===== src/rtl/alink_pkg.sv =====
package alink_pkg;

  localparam int REG_IDX_W  = 7;
  localparam int REG_DATA_W = 16;
  localparam int PERM_W     = 6;

  typedef struct packed {
    logic ready;
    logic addr_ok;
    logic data_ok;
    logic left_ok;
    logic right_ok;
  } tag_flags_t;

  // Length in bits of a slot: the tag is shorter than the data slots.
  function automatic int slot_len(input int slot, input int tag_w, input int slot_w);
    return (slot == 0) ? tag_w : slot_w;
  endfunction

  // The leading five bits of the tag carry ready and per-slot validity.
  function automatic tag_flags_t decode_tag(input logic [15:0] tag);
    tag_flags_t f;
    f.ready    = tag[15];
    f.addr_ok  = tag[14];
    f.data_ok  = tag[13];
    f.left_ok  = tag[12];
    f.right_ok = tag[11];
    return f;
  endfunction

  // Active-low requests become active-high permissions.
  // Output order: slots 3,4,6,7,8,9.
  function automatic logic [PERM_W-1:0] perm_from_req(input logic [19:0] s1);
    return ~{s1[5], s1[6], s1[7], s1[8], s1[10], s1[11]};
  endfunction

endpackage


===== src/rtl/alink_frame_timer.sv =====
module alink_frame_timer #(
  parameter int TAG_W     = 16,
  parameter int SLOT_W    = 20,
  parameter int NUM_SLOTS = 13,
  parameter int BIT_CW    = $clog2(SLOT_W),
  parameter int SLOT_CW   = $clog2(NUM_SLOTS)
) (
  input  logic               bit_clk,
  input  logic               rst_n,
  input  logic               sync,
  output logic               frame_go,
  output logic               shift_en,
  output logic               slot_last,
  output logic [SLOT_CW-1:0] slot_idx
);
  import alink_pkg::*;

  logic              sync_q;
  logic              active;
  logic [BIT_CW-1:0] bit_q;

  assign frame_go  = sync & ~sync_q;
  assign shift_en  = active & ~frame_go;
  assign slot_last = shift_en &
                     (int'(bit_q) == slot_len(int'(slot_idx), TAG_W, SLOT_W) - 1);

  always_ff @(negedge bit_clk or negedge rst_n) begin
    if (!rst_n) begin
      sync_q   <= 1'b0;
      active   <= 1'b0;
      bit_q    <= '0;
      slot_idx <= '0;
    end else begin
      sync_q <= sync;
      if (frame_go) begin
        active   <= 1'b1;
        bit_q    <= '0;
        slot_idx <= '0;
      end else if (active) begin
        if (slot_last) begin
          bit_q <= '0;
          if (slot_idx == SLOT_CW'(NUM_SLOTS - 1)) active <= 1'b0;
          else slot_idx <= slot_idx + 1'b1;
        end else begin
          bit_q <= bit_q + 1'b1;
        end
      end
    end
  end
endmodule


===== src/rtl/alink_shift.sv =====
module alink_shift #(
  parameter int SLOT_W = 20
) (
  input  logic              bit_clk,
  input  logic              rst_n,
  input  logic              shift_en,
  input  logic              sdin,
  output logic [SLOT_W-1:0] word
);
  logic [SLOT_W-2:0] sh_q;

  // The word includes the bit being captured now.
  assign word = {sh_q, sdin};

  always_ff @(negedge bit_clk or negedge rst_n) begin
    if (!rst_n)        sh_q <= '0;
    else if (shift_en) sh_q <= word[SLOT_W-2:0];
  end
endmodule


===== src/rtl/alink_slot_decode.sv =====
module alink_slot_decode #(
  parameter int TAG_W    = 16,
  parameter int SLOT_W   = 20,
  parameter int SAMPLE_W = 16
) (
  input  logic                                bit_clk,
  input  logic                                rst_n,
  input  logic [4:0]                          slot_hit,
  input  logic [SLOT_W-1:0]                   word,
  output logic                                codec_ready,
  output logic                                rd_done,
  output logic [alink_pkg::REG_IDX_W-1:0]     rd_index,
  output logic [alink_pkg::REG_DATA_W-1:0]    rd_data,
  output logic [SAMPLE_W-1:0]                 pcm_l,
  output logic                                pcm_l_stb,
  output logic [SAMPLE_W-1:0]                 pcm_r,
  output logic                                pcm_r_stb,
  output logic [alink_pkg::PERM_W-1:0]        send_perm
);
  import alink_pkg::*;

  tag_flags_t           flags_q;
  logic [REG_IDX_W-1:0] pend_idx;
  logic                 pend_ok;

  always_ff @(negedge bit_clk or negedge rst_n) begin
    if (!rst_n) begin
      flags_q     <= '0;
      codec_ready <= 1'b0;
      pend_idx    <= '0;
      pend_ok     <= 1'b0;
      rd_done     <= 1'b0;
      rd_index    <= '0;
      rd_data     <= '0;
      pcm_l       <= '0;
      pcm_l_stb   <= 1'b0;
      pcm_r       <= '0;
      pcm_r_stb   <= 1'b0;
      send_perm   <= '0;
    end else begin
      rd_done   <= 1'b0;
      pcm_l_stb <= 1'b0;
      pcm_r_stb <= 1'b0;
      if (slot_hit[0]) begin
        flags_q     <= decode_tag(word[TAG_W-1:TAG_W-16]);
        codec_ready <= word[TAG_W-1];
      end
      if (slot_hit[1]) begin
        pend_ok   <= flags_q.ready & flags_q.addr_ok;
        pend_idx  <= word[SLOT_W-2 -: REG_IDX_W];
        send_perm <= flags_q.ready ? perm_from_req(word[19:0]) : '0;
      end
      if (slot_hit[2] && pend_ok && flags_q.data_ok) begin
        rd_done  <= 1'b1;
        rd_index <= pend_idx;
        rd_data  <= word[SLOT_W-1 -: REG_DATA_W];
      end
      if (slot_hit[3] && flags_q.ready && flags_q.left_ok) begin
        pcm_l     <= word[SLOT_W-1 -: SAMPLE_W];
        pcm_l_stb <= 1'b1;
      end
      if (slot_hit[4] && flags_q.ready && flags_q.right_ok) begin
        pcm_r     <= word[SLOT_W-1 -: SAMPLE_W];
        pcm_r_stb <= 1'b1;
      end
    end
  end
endmodule


===== src/rtl/alink_rx.sv =====
module alink_rx #(
  parameter int TAG_W     = 16,
  parameter int SLOT_W    = 20,
  parameter int NUM_SLOTS = 13,
  parameter int SAMPLE_W  = 16
) (
  input  logic                bit_clk,
  input  logic                rst_n,
  input  logic                sync,
  input  logic                sdin,
  output logic                codec_ready,
  output logic                rd_done,
  output logic [6:0]          rd_index,
  output logic [15:0]         rd_data,
  output logic [SAMPLE_W-1:0] pcm_l,
  output logic                pcm_l_stb,
  output logic [SAMPLE_W-1:0] pcm_r,
  output logic                pcm_r_stb,
  output logic [5:0]          send_perm
);
  localparam int BIT_CW  = $clog2(SLOT_W);
  localparam int SLOT_CW = $clog2(NUM_SLOTS);
  localparam int DEC_SLOTS = 5;

  logic               frame_go;
  logic               shift_en;
  logic               slot_last;
  logic [SLOT_CW-1:0] slot_idx;
  logic [SLOT_W-1:0]  word;
  logic [DEC_SLOTS-1:0] slot_hit;
  logic               slot1_end;

  alink_frame_timer #(
    .TAG_W(TAG_W), .SLOT_W(SLOT_W), .NUM_SLOTS(NUM_SLOTS),
    .BIT_CW(BIT_CW), .SLOT_CW(SLOT_CW)
  ) u_timer (
    .bit_clk(bit_clk), .rst_n(rst_n), .sync(sync),
    .frame_go(frame_go), .shift_en(shift_en),
    .slot_last(slot_last), .slot_idx(slot_idx)
  );

  alink_shift #(.SLOT_W(SLOT_W)) u_shift (
    .bit_clk(bit_clk), .rst_n(rst_n), .shift_en(shift_en),
    .sdin(sdin), .word(word)
  );

  for (genvar s = 0; s < DEC_SLOTS; s++) begin : g_hit
    assign slot_hit[s] = slot_last & (slot_idx == SLOT_CW'(s));
  end

  assign slot1_end = slot_hit[1];

  alink_slot_decode #(
    .TAG_W(TAG_W), .SLOT_W(SLOT_W), .SAMPLE_W(SAMPLE_W)
  ) u_dec (
    .bit_clk(bit_clk), .rst_n(rst_n), .slot_hit(slot_hit), .word(word),
    .codec_ready(codec_ready), .rd_done(rd_done), .rd_index(rd_index),
    .rd_data(rd_data), .pcm_l(pcm_l), .pcm_l_stb(pcm_l_stb),
    .pcm_r(pcm_r), .pcm_r_stb(pcm_r_stb), .send_perm(send_perm)
  );
endmodule


===== config.mk =====
export PLATFORM = sky130hd
export DESIGN_NAME = alink_rx
export DESIGN_NICKNAME = d
export VERILOG_FILES = /design/src/rtl/alink_pkg.sv /design/src/rtl/alink_frame_timer.sv /design/src/rtl/alink_shift.sv /design/src/rtl/alink_slot_decode.sv /design/src/rtl/alink_rx.sv
export SDC_FILE = /design/constraint.sdc
export NUM_CORES = 1
export LEC_CHECK = 0
export ABC_AREA = 1
export BUFFER_PORTS_ARGS = -buffer_cell sky130_fd_sc_hd__buf_2
export CAP_MARGIN = 5
export CORE_ASPECT_RATIO = 1.75
export CORE_MARGIN = 3
export CORE_UTILIZATION = 50
export CTS_CLUSTER_DIAMETER = 200
export CTS_CLUSTER_SIZE = 25
export DETAILED_ROUTE_END_ITERATION = 6
export GPL_TIMING_DRIVEN = 0
export PLACE_DENSITY = 0.82
export RECOVER_POWER = 25
export SLEW_MARGIN = 40
export SYNTH_ARGS = -nofsm -noshare
export SYNTH_HDL_FRONTEND = slang
export SYNTH_HIERARCHICAL = 1
export SYNTH_SLANG_ARGS = --single-unit

===== constraint.sdc =====
create_clock -name bit_clk -period 2.6 [get_ports bit_clk]
set_clock_uncertainty 0.15 [all_clocks]
set_input_delay 0.52 -clock bit_clk [delete_from_list [all_inputs] [get_ports bit_clk]]
set_output_delay 0.52 -clock bit_clk [all_outputs]
set_load 0.1 [all_outputs]

# Word-level counts from Yosys, hierarchy flattened
# Index checks and enable logic that the tools add are counted.
[op_classes]
add_sub_neg = 3
n_eq_ne = 7
mux = 16
reduce_logical = 11
bitwise = 12
[op_table]
columns = ["cell", "count"]
rows = [
  ["6-bit by 32-bit equality test with 1-bit output", 1],
  ["32-bit by 2-bit subtractor with 32-bit output (second input constant)", 1],
  ["4-bit 2-to-1 mux", 4],
  ["5-bit 2-to-1 mux", 3],
  ["1-bit AND", 9],
  ["4-bit by 2-bit equality test with 1-bit output (second input constant)", 2],
  ["4-bit logical NOT", 2],
  ["1-bit 2-to-1 mux", 7],
  ["1-bit logical AND", 6],
  ["6-bit 2-to-1 mux", 1],
  ["6-bit inverter", 1],
  ["5-bit by 1-bit adder with 5-bit output (second input constant)", 1],
  ["4-bit by 1-bit adder with 4-bit output (second input constant)", 1],
  ["4-bit by 1-bit equality test with 1-bit output (second input constant)", 1],
  ["4-bit by 3-bit equality test with 1-bit output (second input constant)", 1],
  ["4-bit equality test (second input constant)", 1],
  ["2-bit nonzero test", 2],
  ["3-bit 2-to-1 mux", 1],
  ["3-bit AND reduction", 1],
  ["2-bit by 1-bit inequality test with 1-bit output (second input constant)", 1],
  ["1-bit inverter", 2],
]
[word_totals]
word_cells = 69
out_inout_bits = 65
ff_bits = 107

# Logic depth before layout (Yosys ltp)
[depth]
word_depth = 9
depth_mapped = 14

# By module
# Netlist, hierarchy kept.
[modules_own_cells]
columns = ["module", "area_per_inst_um2", "cells_each", "n_inst", "seq_area_each_um2"]
rows = [
  ["alink_slot_decode", 3155.5, 339, 1, 1926.8],
  ["alink_shift", 745.7, 81, 1, 475.5],
  ["alink_frame_timer", 660.6, 79, 1, 275.3],
  ["alink_rx", 67.6, 16, 1, 0.0],
]

==> results.tsv <==
stage	metric	value	unit
logic_synthesis	synthesis.nets	521	
layout	antenna_cells	0	
job	maxCapViolCount	0	
setup_path	critPathLaunch	sync	
power	ir_drop	0.000783	V
floorplanning	num_rows	45	
route	viasPerCell	6.42	
route	drt_wl_total	22200	um
setup_path	crit_path_max_fanout	4	
timing	tns	-63.57	ns
floorplanning	dieArea	10500	um^2
floorplanning	placeableCoreArea	8840	um^2
clock_network	clock-root-buffer	clkbuf_16	
power	p_leak	3.94	nW
grt	grt_overflow_total	0	
logic_synthesis	synthCells	514	
route	num_vias	5227	
setup_path	reg2reg_from	u_timer/slot_idx[0]$_DFFE_NN0P_	
logic_synthesis	syn_area_per_cell	8.99	um^2
clock_network	cts.sinks	107	
clock_network	worstSkewPairLatency	0.36	ns
grt	grt_pass1_vias	4936	
setup_path	crit_chain	buf_12 > inv_12 > nor2_4 > nor2_4 > nand3_4 > inv_4 > nand3_4 > nor2_4 > buf_6 > nand3_4 > buf_6 > nand2_4 > nand2_2	
clock_network	cts_buffers	9	
place	hpwl	7780	um
timing	worst_slew_pin_slew	0.722	ns
timing	relSlewSlack	0.518	
worst_hold_path	hp-start	u_shift/sh_q[0]$_DFFE_NN0P_	
run_status	run_status	finished, violations left	
place	placedCellCount	700	
setup_path	worstPathRequired	1.35	ns
setup_path	crit_cells	13	
timing	setup_viol	150	
setup_path	worst-path-buf-inv	5	
clock_network	tritoncts	built	
route	first_pass_iters	7	
floorplanning	die_w	78.7	um
timing	grt_setup_unrepaired	yes	
floorplanning	die_h	133	um
timing	worst_slack	-0.577	ns
grt	grt_pass1_wl	27500	um
clock_network	clockBufferDepth	2	
run_status	violations	DRC, setup timing	
setup_path	critPathSlowestCell	nor2_4	
layout	fillers	272	
layout	syn_to_final_growth	70.0	%
worst_hold_path	hp-class	reg2reg	
clock_network	postCtsHoldBufs	0	
setup_path	end_kind	flip-flop	
floorplanning	ios	69	
layout	layout-drive-gt1-share	0.504	
setup_path	arrival	1.93	ns
floorplanning	initial_core_util	0.523	
route	drt_iter0_drc	931	
grt	antenna_found_initial	0	
grt	track_usage	0.351	
layout	nNetsFinal	699	
power	p_total	5.23	mW
power	cellPowerDensity	666	nW/um^2
setup_path	critPathTopFamily	simple AND/OR/NAND/NOR gates	
route	antenna_left	0	
route	wire_per_inst	27.3	um
layout	finalNonFillerCells	814	
setup_path	max_stage_delay	0.19	ns
place	place.gp.congestion	0.823	
worst_hold_path	worstHoldPathCells	2	
clock_network	htree_levels	3	
setup_path	reg2reg_depth	14	
timing	final-hold-violation-count	0	
logic_synthesis	synth_area	4620	um^2
route	drc	3	
timing	final_max_slew_viol_count	0	
place	io_buffer_count	68	
setup_path	worstSetupPathType	in2reg	
logic_synthesis	ys_warn_count	6	
grt	grt_max_degree	60	
setup_path	setup.worst_path.start_class	input port	
clock_network	cts.clk_slew.worst_paths	0.05	ns
==> per-stage QoR <==
stage | hold WS (ns) | util | worst slack (ns) | cell area, um^2
after floorplan | 0.253 | - | -0.654 | 4740
after global placement | 0.261 | 0.592 | -1.38 | 5230
after detailed placement | 0.265 | 0.596 | -1.09 | 5270
after CTS | 0.270 | 0.831 | -0.413 | 7340
after global routing | 0.301 | 0.889 | -0.633 | 7860
final | 0.280 | 0.889 | -0.577 | 7860
==> layout by cell type (no fill, tap or decap), types with 10 or more instances in the layout <==
cell type / count
nand2_4: 22
nor2_1: 11
dfrtn_1: 107
nand4_1: 56
inv_1: 31
nand3_1: 13
buf_4: 83
o21ai_2: 13
buf_6: 22
buf_12: 66
buf_2: 17
clkbuf_16: 10
nand2_1: 111
nand2_2: 69
==> state kept, by name, summed over array words and instances (netlist names) <==
register,count
u_dec/flags_q,5
u_dec/pcm_l,16
u_dec/pcm_l_stb,1
u_dec/pcm_r,16
u_dec/pcm_r_stb,1
u_dec/pend_idx,7
u_dec/pend_ok,1
u_dec/rd_data,16
u_dec/rd_done,1
u_dec/rd_index,7
u_dec/send_perm,6
u_shift/sh_q,19
u_timer/active,1
u_timer/bit_q,5
u_timer/slot_idx,4
u_timer/sync_q,1
==> path summary, 6_finish.rpt <==
check                                                  to  slack (ns)
max                           u_dec/pcm_l[15]$_DFFE_NN0P_       -0.58
min                           u_shift/sh_q[0]$_DFFE_NN0P_        0.28
max reg2reg                   u_dec/pcm_l[15]$_DFFE_NN0P_        0.05
min reg2reg                   u_shift/sh_q[0]$_DFFE_NN0P_        0.28
max in group asynchronous  u_dec/send_perm[4]$_DFFE_NN0P_        0.26
min in group asynchronous       u_dec/pcm_r_stb$_DFF_NN0_        1.27
==> power breakdown <==
group          switching [mW]  internal [mW]  leakage, nW
Clock                   0.650          0.897        0.159
Combinational            1.01          0.469         2.42
Sequential              0.334           1.87         1.37
Total                    2.00           3.23         3.94
==> worst register-to-register path, stage by stage (launching register included) <==
cell,delay (ns)
dfrtn_1,0.58
inv_1,0.08
ha_1,0.25
nand3_1,0.11
nand2_1,0.07
inv_2,0.08
nand3_4,0.09
inv_4,0.08
nand3_4,0.11
nor2_4,0.19
buf_6,0.14
nand3_4,0.11
buf_6,0.17
nand2_4,0.09
nand2_2,0.08
==> metal layers <==
layer | GRT usage | part of all wire | vias to the layer above
met5 | 0 | 0 | -
met4 | 0.268 | 0.11 | 0
met3 | 0.0731 | 0.10 | 205
met2 | 0.592 | 0.48 | 526
met1 | 0.376 | 0.32 | 2481
li1 | - | - | 2015
==> area by class of cell <==
cell class	count	area, um^2	area share
tap	117	146	0.0186
sequential	107	2680	0.341
clock buffer	12	256	0.0327
clock inverter	4	72.6	0.00924
multi-input combinational	331	2070	0.263
buffer	29	250	0.0319
inverter	44	195	0.0248
timing repair buffer	170	2190	0.279
==> what timing repair did <==
action,4_1_cts,5_1_grt
buffers inserted,53,42
pin swaps,13,12
cloned,7,0
hold endpoints to repair,0,0
setup endpoints to repair,160,161
resized for setup,362,72
No activity file was read; power rests on OpenSTA's default activity.
